File: config.mk
export PLATFORM = sky130hd
export DESIGN_NAME = msi_doorbell_frame
export DESIGN_NICKNAME = d
export VERILOG_FILES = /design/src/rtl/msi_frame_pkg.sv /design/src/rtl/msi_frame_ctrl.sv /design/src/rtl/msi_frame_dp.sv /design/src/rtl/msi_doorbell_frame.sv
export SDC_FILE = /design/constraint.sdc
export NUM_CORES = 1
export LEC_CHECK = 0
export BUFFER_PORTS_ARGS = -buffer_cell sky130_fd_sc_hd__buf_2
export CORE_UTILIZATION = 43
export CTS_CLUSTER_DIAMETER = 120
export DETAILED_ROUTE_END_ITERATION = 10
export PLACE_DENSITY = 0.84
export SLEW_MARGIN = 20
export SYNTH_ARGS = -nofsm -noshare
export SYNTH_HDL_FRONTEND = slang
export SYNTH_SLANG_ARGS = --single-unit
File: constraint.sdc
create_clock -name clk -period 4.5 [get_ports clk]
set_input_delay 0.225 -clock clk [delete_from_list [all_inputs] [get_ports clk]]
set_output_delay 0.225 -clock clk [all_outputs]
set_load 0.05 [all_outputs]
File: src/rtl/msi_frame_pkg.sv
package msi_frame_pkg;
  localparam int ADDR_W = 12;
  localparam int DATA_W = 32;
  localparam int ID_W   = 10;

  localparam logic [ADDR_W-1:0] OFF_TYPE   = 12'h008;
  localparam logic [ADDR_W-1:0] OFF_BELL   = 12'h040;
  localparam logic [ADDR_W-1:0] OFF_IDENT  = 12'hFCC;
  localparam logic [ADDR_W-1:0] OFF_ZERO_LO = 12'hFD0;
  localparam logic [ADDR_W-1:0] OFF_ZERO_HI = 12'hFFC;

  localparam logic [11:0] PRODUCT_CODE = 12'h051;

  // Strobes from control to datapath, valid in the transfer cycle
  typedef struct packed {
    logic fire;    // transfer happens this cycle
    logic ring;    // legal doorbell write
    logic rdType;  // legal type register read
    logic rdIdent; // legal identification read
    logic bad;     // offset or size error
  } frameStrobe_t;
endpackage

File: src/rtl/msi_frame_ctrl.sv
module msi_frame_ctrl
  import msi_frame_pkg::*;
(
  input  logic              clk,
  input  logic              rstN,
  input  logic              reqValid,
  input  logic              reqWrite,
  input  logic [ADDR_W-1:0] reqAddr,
  input  logic [2:0]        reqSize,
  output logic              reqReady,
  output frameStrobe_t      strb,
  output logic              rspValid,
  output logic              rspErr
);
  logic handshake;
  logic hitType, hitBell, hitIdent, hitZero;
  logic sizeOk, accessOk;

  always_comb begin
    handshake = reqValid && reqReady;
    hitType   = (reqAddr == OFF_TYPE);
    hitBell   = (reqAddr == OFF_BELL);
    hitIdent  = (reqAddr == OFF_IDENT);
    hitZero   = (reqAddr >= OFF_ZERO_LO) && (reqAddr <= OFF_ZERO_HI);
    if (reqWrite) begin
      sizeOk   = (reqSize == 3'd2) || (reqSize == 3'd4);
      accessOk = hitBell && sizeOk;
    end else begin
      sizeOk   = (reqSize == 3'd4);
      accessOk = (hitType || hitIdent || hitZero) && sizeOk;
    end
    strb.fire    = handshake;
    strb.ring    = handshake && reqWrite && accessOk;
    strb.rdType  = handshake && !reqWrite && accessOk && hitType;
    strb.rdIdent = handshake && !reqWrite && accessOk && hitIdent;
    strb.bad     = handshake && !accessOk;
  end

  always_ff @(posedge clk) begin
    if (!rstN) begin
      reqReady <= 1'b0;
      rspValid <= 1'b0;
      rspErr   <= 1'b0;
    end else begin
      reqReady <= reqValid && !reqReady;
      rspValid <= handshake;
      rspErr   <= strb.bad;
    end
  end


  ready_follow_chk: assert property (@(posedge clk) disable iff (!rstN)
    reqValid && !reqReady |=> reqReady);

  rsp_after_xfer_chk: assert property (@(posedge clk) disable iff (!rstN)
    reqValid && reqReady |=> rspValid && !reqReady);

  rsp_single_chk: assert property (@(posedge clk) disable iff (!rstN)
    rspValid |=> !rspValid);

  err_in_rsp_chk: assert property (@(posedge clk) disable iff (!rstN)
    rspErr |-> rspValid);
endmodule

File: src/rtl/msi_frame_dp.sv
module msi_frame_dp
  import msi_frame_pkg::*;
#(
  parameter int BASE_SPI = 0,
  parameter int NUM_SPI  = 64
) (
  input  logic              clk,
  input  logic              rstN,
  input  frameStrobe_t      strb,
  input  logic [DATA_W-1:0] reqWdata,
  output logic [DATA_W-1:0] rspRdata,
  output logic [NUM_SPI-1:0] irqOut
);
  localparam int FIRST_ID = BASE_SPI + 32;
  localparam int END_ID   = FIRST_ID + NUM_SPI;
  localparam logic [DATA_W-1:0] TYPE_WORD =
    DATA_W'((FIRST_ID << 16) | NUM_SPI);
  localparam logic [DATA_W-1:0] IDENT_WORD = {PRODUCT_CODE, 20'h0};

  logic [ID_W-1:0]    reqId;
  int                 relIdx;
  logic               inRange;
  logic [NUM_SPI-1:0] lineHit;
  logic [DATA_W-1:0]  rdNext;

  always_comb begin
    reqId   = reqWdata[ID_W-1:0];
    relIdx  = int'(reqId) - FIRST_ID;
    inRange = (int'(reqId) >= FIRST_ID) && (int'(reqId) < END_ID);
  end

  for (genvar g = 0; g < NUM_SPI; g++) begin : g_line
    assign lineHit[g] = strb.ring && inRange && (relIdx == g);
  end

  always_comb begin
    if (strb.rdType)       rdNext = TYPE_WORD;
    else if (strb.rdIdent) rdNext = IDENT_WORD;
    else                   rdNext = '0;
  end

  always_ff @(posedge clk) begin
    if (!rstN) begin
      irqOut   <= '0;
      rspRdata <= '0;
    end else begin
      irqOut   <= lineHit;
      rspRdata <= rdNext;
    end
  end


  pulse_onehot_chk: assert property (@(posedge clk) disable iff (!rstN)
    $onehot0(irqOut));

  pulse_width_chk: assert property (@(posedge clk) disable iff (!rstN)
    (irqOut != '0) |=> (irqOut == '0));

  range_drop_chk: assert property (@(posedge clk) disable iff (!rstN)
    strb.ring && !inRange |=> (irqOut == '0));

  bad_quiet_chk: assert property (@(posedge clk) disable iff (!rstN)
    strb.bad |=> (irqOut == '0) && (rspRdata == '0));
endmodule

File: src/rtl/msi_doorbell_frame.sv
module msi_doorbell_frame
  import msi_frame_pkg::*;
#(
  parameter int BASE_SPI  = 0,
  parameter int NUM_SPI   = 64,
  parameter int SPI_LIMIT = 128,
  parameter int ID_LIMIT  = 1020
) (
  input  logic               clk,
  input  logic               rstN,
  input  logic               reqValid,
  output logic               reqReady,
  input  logic               reqWrite,
  input  logic [11:0]        reqAddr,
  input  logic [31:0]        reqWdata,
  input  logic [2:0]         reqSize,
  output logic               rspValid,
  output logic [31:0]        rspRdata,
  output logic               rspErr,
  output logic [NUM_SPI-1:0] irqOut
);
  if (NUM_SPI < 1 || NUM_SPI > SPI_LIMIT) begin : g_bad_count
    $error("msi_doorbell_frame: NUM_SPI out of range");
  end
  if (BASE_SPI < 0 || BASE_SPI + 32 + NUM_SPI > ID_LIMIT) begin : g_bad_window
    $error("msi_doorbell_frame: interrupt window passes the ID limit");
  end

  frameStrobe_t strb;

  msi_frame_ctrl u_ctrl (
    .clk      (clk),
    .rstN     (rstN),
    .reqValid (reqValid),
    .reqWrite (reqWrite),
    .reqAddr  (reqAddr),
    .reqSize  (reqSize),
    .reqReady (reqReady),
    .strb     (strb),
    .rspValid (rspValid),
    .rspErr   (rspErr)
  );

  msi_frame_dp #(
    .BASE_SPI (BASE_SPI),
    .NUM_SPI  (NUM_SPI)
  ) u_dp (
    .clk      (clk),
    .rstN     (rstN),
    .strb     (strb),
    .reqWdata (reqWdata),
    .rspRdata (rspRdata),
    .irqOut   (irqOut)
  );
endmodule

# ---- Word-level counts from Yosys, hierarchy flattened
# Cells that the tools add are included.
dict set report totals {
  ff_bits 94
  inputBits 51
  output_inout_bits 99
  elab_cells 169
}
dict set report classes {
  n_addsub 1
  order_cmp 4
  eq_ne 68
  n_mux 3
  bitwise 1
  n_reduce_logical 86
}
# cell n
set op_table {}
lappend op_table {{$eq A32 B7 Y1 const B} 32}
lappend op_table {{$eq A32 B6 Y1 const B} 16}
lappend op_table {{$eq A32 B5 Y1 const B} 8}
lappend op_table {{$eq A32 B4 Y1 const B} 4}
lappend op_table {{$logic_and A1 B1 Y1} 78}
lappend op_table {{$eq A32 B3 Y1 const B} 2}
lappend op_table {{$eq A32 B2 Y1 const B} 1}
lappend op_table {{$logic_not A32 Y1} 1}
lappend op_table {{$mux W27} 1}
lappend op_table {{$mux W22} 1}
lappend op_table {{$eq A12 B12 Y1 const B} 1}
lappend op_table {{$eq A12 B4 Y1 const B} 1}
lappend op_table {{$eq A12 B7 Y1 const B} 1}
lappend op_table {{$ge A12 B12 Y1 const B} 1}
lappend op_table {{$le A12 B12 Y1 const B} 1}
lappend op_table {{$sub A10 B6 Y11 const B} 1}
lappend op_table {{$ge A10 B6 Y1 const B} 1}
lappend op_table {{$lt A10 B7 Y1 const B} 1}
lappend op_table {{$eq A3 B2 Y1 const B} 1}
lappend op_table {{$eq A3 B3 Y1 const B} 1}
lappend op_table {{$logic_not A1 Y1} 3}
lappend op_table {{$logic_or A1 B1 Y1} 3}
lappend op_table {{$reduce_or A2 Y1} 1}
lappend op_table {{$mux W1} 1}
lappend op_table {{$not A1 Y1} 1}

# ---- Depth between registers and ports, before layout
# Gate-level depths: netlist (run 1).
dict set report logic_depth {
  ltp_word 9
  depth_mapped 7
  depth_no_buf 6
}

# ---- Hierarchy
# From an unflattened synthesis (run 1), not the netlist that was laid out.
dict set report unflattened {
  hier_cells 248
  area_unflattened_um2 2488.6
}
# module instances cells_per_inst area_each_um2 seq_area_each_um2
set by_module_without_submodules {}
lappend by_module_without_submodules {msi_frame_dp 1 211 2189.6 1321.3}
lappend by_module_without_submodules {msi_frame_ctrl 1 37 299.0 60.1}

# ---- Worst setup path before layout (run 1)
# OpenSTA, ideal clock, no wires.
dict set report synth_path {
  path_type {flip-flop to flip-flop}
  from {reg u_ctrl.reqReady}
  to {reg u_dp.irqOut[35]}
  setup_ns 0.067
  arrival_ns 1.914
  required_time_ns 4.433
  path_slack_ns 2.518
  path_stages_with_launch 5
  path_buffers 0
  synth_period_minus_slack_ns 1.982
  path_cell_list {dfxtp_1 > or4bb_1 > nor4b_2 > nand4_1 > nor2_1}
}
dict set report synth_via {
  elab_chain_cells 5
}
# item line_no
set synth_lines {}
lappend synth_lines {{start: declaration} msi_frame_ctrl.sv:10} ;# output logic reqReady,
lappend synth_lines {{start signal: assignment} msi_frame_ctrl.sv:45} ;# reqReady <= reqValid && !reqReady;
lappend synth_lines {{$logic_and A1 B1 Y1} msi_frame_ctrl.sv:20} ;# handshake = reqValid && reqReady;
lappend synth_lines {{$logic_and A1 B1 Y1 (2 in a row)} msi_frame_ctrl.sv:33} ;# strb.ring = handshake && reqWrite && accessOk;
lappend synth_lines {{$logic_and A1 B1 Y1 (2 in a row)} msi_frame_dp.sv:33} ;# assign lineHit[g] = strb.ring && inRange && (relIdx == g);
lappend synth_lines {{end signal: assignment} msi_frame_dp.sv:47} ;# irqOut <= lineHit;
lappend synth_lines {{end: declaration} msi_frame_dp.sv:12} ;# output logic [NUM_SPI-1:0] irqOut
# No other way between the ends.
# A chain may end at the register's enable or synchronous reset.

# ---- Final worst setup path (run 1)
dict set report layout_path {
  from {reg u_ctrl.reqReady}
  to {reg u_dp.irqOut[59]}
}
# Same word-level chain as after synthesis.

==> summary.txt, run 1 <==
Critical path
  • Slowest library cell on the worst path: or4bb_1
  • Critical Path Start: u_ctrl.reqReady
  • Worst-path cell chain: or4bb_1, nor4b_2, nand4_1, nor2_1
  • Startpoint types: flop
  • Arr. time, crit path: 2180 ps
  • CP Class: flop to flop
  • Reg2Reg Launch Point: u_ctrl.reqReady
  • CP Capture Type: flop
  • Worst EP required: 4760 ps
  • Crit path largest cell delay: 600 ps
  • Largest fanout on the critical path: 4

Drt
  • Via density: 4.628
  • DRC Markers: 0
  • DR vias: 1976
  • Final wirelength: 5231 µm
  • DRT iter0 DRCs: 70
  • WL/cell: 12.25 µm
  • ANT nets after route: 0
  • Pre-Repair DR Iteration Count: 4

Timing
  • Setup Skew: 3.606 ps
  • Final Hold Fails: 0
  • Final Hold Slack: 92.53 ps
  • Slew headroom: 58.40%
  • Fmax: 0.5207 GHz
  • Min Tclk post-route: 1921 ps
  • Setup_tns: 0 ps
  • Worst slew pin tran: 619.3 ps
  • Final Cycle Share: 42.68%
  • RSZ-0062 raised after global routing: false
  • Final Max Tran Viols: 0
  • Final number of setup-violating endpoints: 0

Power
  • Leak: 1.472 nW
  • Power Density: 435.6 nW/µm²
  • Peak supply drop: 0.2506 mV
  • Total power: 1.374 mW

Clock network
  • Sink Count: 69
  • Inserted Clock Buffers: 9
  • H-Tree Depth: 3
  • Cts repair resizes: 0
  • CTS tree: built
  • Clock latency on the worst-skew pair: 330 ps
  • Setup Buffers After CTS: 0
  • CTS Hold Bufs: 0
  • Clk buf depth: 2
  • CTS root buf: clkbuf_8
  • Clock transition at path regs: 70 ps

Floorplan
  • IO Count: 150
  • Core outline area: 5270 µm²
  • Die X: 77.04 µm
  • Row count: 26
  • Full die area: 5934 µm²
  • Initial core utilization: 45.94%
  • Die Y: 77.04 µm

Logic synthesis
  • Synth Register Bits: 69
  • Sequential area share after synthesis: 57.05%
  • Syn_area_per_cell: 9.842 µm²
  • Syn Inst Count: 246
  • Post-synthesis cell area: 2421 µm²
  • Asr flop ratio synth: 0%
  • YS warnings: 0
  • Post-synth EDFFs: 0
  • Top FF cell, synth: dfxtp_1
  • Synth unique cells: 39

Final layout
  • Post-route cell area: 3153 µm²
  • Antenna Cells: 0
  • Area added between synthesis and finish: 30.23%
  • Share of post-route cells with drive strength above 1: 38.10%
  • Final #Nets: 404
  • Most common cell after layout, fill and taps aside: buf_2
  • # fillers: 474
  • Most frequent cells in the layout: 100 x buf_2, 72 x nor2_1, 69 x dfxtp_1, 27 x conb_1, 11 x nand3_1

GRT
  • Total track usage: 19.26%
  • Initial antenna violation count: 0
  • Largest net degree at the start of global routing: 17
  • Vias in the first global route: 1757
  • Global-route wire length before repair: 8687 µm
  • GR Overflow Total: 0

Placement
  • GP Congestion: 0.8247
  • I/O Buffers: 100
  • DP Area: 2884 µm²
  • HPWL Detailed: 3876 µm

Worst hold path
  • Hold WC Path Type: primary input to flop
  • Hold_sp: reqAddr[6]

Run
  • Maxcap violations: 0

Outcome
  • Outcome: completed
==> flip-flops by register name, indices dropped and copies added (netlist names) <==
name             count
u_dp.irqOut         64
u_dp.rspRdata        2
u_ctrl.reqReady      1
u_ctrl.rspErr        1
u_ctrl.rspValid      1
==> final cells by class <==
| cell class | instances | area [µm²] | share of cell area (%) |
|---|---|---|---|
| Tap cell | 70 | 87.58 | 2.778 |
| Clock inverter | 7 | 145.1 | 4.603 |
| Clock buffer | 9 | 123.9 | 3.929 |
| Sequential cell | 69 | 1381 | 43.81 |
| Multi-Input combinational cell | 165 | 873.3 | 27.70 |
| Inverter | 3 | 11.26 | 0.3571 |
| Timing Repair Buffer | 104 | 530.5 | 16.83 |
==> metrics by stage <==
stage | util (%) | worst slack (ps) | cells
4_1_cts | 59.83 | 2599 | 427
2_1_floorplan | - | 2518 | 272
3_3_place_gp | 54.72 | 2441 | 411
6_report | 59.83 | 2580 | 427
5_1_grt | 59.83 | 2425 | 427
3_5_place_dp | 54.72 | 2404 | 411
==> metal layers <==
metal | up-vias | wire length, µm | GRT usage [%]
li1 | 975 | - | -
met1 | 887 | 2172 | 23.04
met2 | 114 | 2572 | 31.79
met3 | 0 | 486 | 7.976
met4 | 0 | 0 | 5.094
met5 | - | 0 | 0
==> kinds of logic (layout without fill, tap and decap cells) <==
kind of cell               after synthesis  after routing  share of synthesized area (%)
and+or+nand+nor                        125            125                          27.55
DFF                                     69             69                          57.05
buffers and inverters                   38            123                          10.90
AOI/OAI and AO/OA                       10             10                          3.101
xor gates and xnor gates                 2              2                         0.7236
adders and majority gates                1              1                         0.5167
other                                    1             27                         0.1549
==> final timing paths <==
path	slack [ps]	depth (start not counted)	endpoint
hold reg to reg	450	1	u_ctrl.reqReady
setup reg to reg	2580	4	u_dp.irqOut[59]
setup / recovery	2580	4	u_dp.irqOut[59]
hold / removal	90	2	u_dp.rspRdata[6]
==> Yosys cell counts (2+ instances only) <==
cell	number	area [µm²]
or4_4	2	22.52
nor4_4	2	42.54
nor2_1	72	270.3
nor4_2	3	37.54
nand2b_1	2	12.51
nor3_1	5	25.02
nor2b_1	2	12.51
clkbuf_1	3	11.26
nand2_1	3	11.26
dfxtp_1	69	1381
nand4_1	10	62.56
buf_4	30	225.2
o21ai_1	3	15.01
inv_1	3	11.26
nand3_1	11	55.05
or2_2	3	18.77
==> report_power, final <==
group	leakage (nW)	switching, mW	internal [mW]	total [mW]
sequential	0.556	0.000483	0.611	0.612
clock	0.130	0.230	0.427	0.657
combinational	0.786	0.0836	0.0211	0.105
total	1.47	0.314	1.06	1.37
==> critical path: cells and delay by family, from the launching register on <==
kind | cells | cell delay [ps]
DFF | 1 | 360
and+or+nand+nor | 4 | 1500
No activity file was read; power rests on OpenSTA's default activity.
==> run 2: changes to the inputs <==
- CORE_UTILIZATION: 43 -> 42
- PLACE_DENSITY: 0.84 -> 0.83
- clock period: 4.5 -> 1.9 ns (I/O delays scaled with it)
==> run 2 against run 1 <==
Compared with the run above:
- global-route usage decreased by 1.4 points
- sequential cell count stayed put
- critical path depth unchanged
- combinational power increased by 140%
- via count increased by 1.5%
- cell area increased by 0.36%
- register-to-register slack got worse by 2400 ps
- sequential power rose by 140%
- worst hold slack worse by 45 ps
- clock power increased by 74%
- critical path type unchanged
- largest power group is now sequential cells
- highest routed layer is now met4
==> summary.txt, run 2 (synthesized netlist as in run 1, its figures left out) <==
Outcome
  • Outcome: completed

Clock network
  • CTS root buf: clkbuf_8
  • Inserted Clock Buffers: 9
  • Clock latency on the worst-skew pair: 340 ps
  • Clock transition at path regs: 70 ps
  • Clk buf depth: 2
  • CTS tree: built
  • H-Tree Depth: 3
  • Sink Count: 69

Floorplan
  • Die X: 77.93 µm
  • Die Y: 77.93 µm
  • Core outline area: 5540 µm²
  • Full die area: 6072 µm²
  • IO Count: 150
  • Row count: 27
  • Initial core utilization: 43.70%

Timing
  • Final Hold Fails: 0
  • Final Hold Slack: 47.92 ps
  • Setup Skew: 5.111 ps
  • Final number of setup-violating endpoints: 0
  • Slew headroom: 63.66%
  • RSZ-0062 raised after global routing: false
  • Worst slew pin tran: 537.6 ps
  • Final Cycle Share: 91.84%
  • Worst setup margin: 155.1 ps
  • Min Tclk post-route: 1745 ps
  • Fmax: 0.5731 GHz
  • Setup_tns: 0 ps
  • Final Max Tran Viols: 0

Placement
  • I/O Buffers: 100
  • Place WS: 66.57 ps
  • GP Congestion: 0.8039
  • HPWL Detailed: 4054 µm
  • Placed insts: 415
  • DP Area: 2903 µm²

Drt
  • DRT iter0 DRCs: 49
  • Via density: 4.620
  • DR vias: 2005
  • ANT nets after route: 0
  • Pre-Repair DR Iteration Count: 4
  • DRC Markers: 0
  • WL/cell: 12.30 µm
  • Final wirelength: 5340 µm

Final layout
  • Post-route cell area: 3164 µm²
  • Largest regs: u_dp.irqOut (64), u_dp.rspRdata (2)
  • Most common cell after layout, fill and taps aside: buf_2
  • Largest register FFs: 64
  • Most frequent cells in the layout: 100 x buf_2, 72 x nor2_1, 68 x dfxtp_1, 27 x conb_1, 11 x nand3_1
  • Final #Nets: 410
  • Biggest register: u_dp.irqOut
  • Post-Layout Cell Count: 434
  • Share of post-route cells with drive strength above 1: 39.23%
  • Area added between synthesis and finish: 30.70%
  • Antenna Cells: 0

GRT
  • Largest net degree at the start of global routing: 17
  • GR Overflow Total: 0
  • Total track usage: 17.82%
  • Global-route wire length before repair: 8169 µm
  • Initial antenna violation count: 0
  • Vias in the first global route: 1810

Worst hold path
  • Hold WC Path Type: primary input to flop

Power
  • Leak: 1.492 nW
  • Peak supply drop: 0.4332 mV
  • Power Density: 899.5 nW/µm²

Critical path
  • Startpoint types: flop
  • Worst EP required: 2170 ps
  • Arr. time, crit path: 2010 ps
  • Largest fanout on the critical path: 4
  • CP Capture Type: flop
  • CP Class: flop to flop

Run
  • Maxcap violations: 0
run 2: cell types whose count changed in the layout (fill, tap and decap cells not counted), moves of 2 or more:
cell | before | now
nor3_1 | 5 | 2
dlygate4sd3_1 | 0 | 2
bufinv_16 | 4 | 1
nor3_2 | 0 | 3
clkinv_2 | 0 | 2
buf_4 | 4 | 6
run 2: per-layer routing:
metal / up-vias / wire, µm / global-route usage, %
met2: 98 / 2597 / 31.06
met3: 7 / 445 / 6.824
met1: 917 / 2215 / 19.10
met5: - / 0 / 0
li1: 983 / - / -
met4: 0 / 82 / 7.778
run 2: per-stage QoR:
step	total power, mW	utilization, %
2_1_floorplan	1.710	-
6_report	2.846	57.11
3_5_place_dp	1.730	52.39
3_3_place_gp	1.726	52.39
5_1_grt	2.945	57.11
4_1_cts	2.870	56.37
run 2: worst max-delay path, cell delays in order, from the launching register on:
cell	delay [ps]
dfxtp_2	340
or4bb_4	590
nor4b_4	350
nand4_1	240
nor2_1	160
run 2: cell type report:
cell class / instances / area [µm²]
multi-input cells: 165 / 900.9
well taps: 72 / 90.09
repair buffers: 110 / 589.3
inverters: 3 / 11.26
clock inverters: 4 / 48.80
fillers: 523 / 2376
flip-flops and latches: 69 / 1383
clock buffers: 11 / 141.4
run 2: timing repair:
item / in CTS / in global routing
resized for setup: 0 / 7
buffers inserted: 0 / 1
setup endpoints to repair: 0 / 62
hold buffers: 3 / 0
hold endpoints to repair: 2 / 0
run 2: power by group:
group | leakage [nW] | internal, mW | switching [mW]
sequential | 0.556 | 1.45 | 0.00116
clock | 0.0992 | 0.632 | 0.508
combinational | 0.837 | 0.0546 | 0.202
run 2: path summary, 6_finish.rpt:
path                                 startpoint                 to  slack, ps  depth (start not counted)
worst min register to register  u_ctrl.reqReady    u_ctrl.reqReady        420                          1
worst min-delay path                reqAddr[10]  u_dp.rspRdata[24]         50                          3
worst max-delay path            u_ctrl.reqReady    u_dp.irqOut[47]        160                          4
worst max register to register  u_ctrl.reqReady    u_dp.irqOut[47]        160                          4
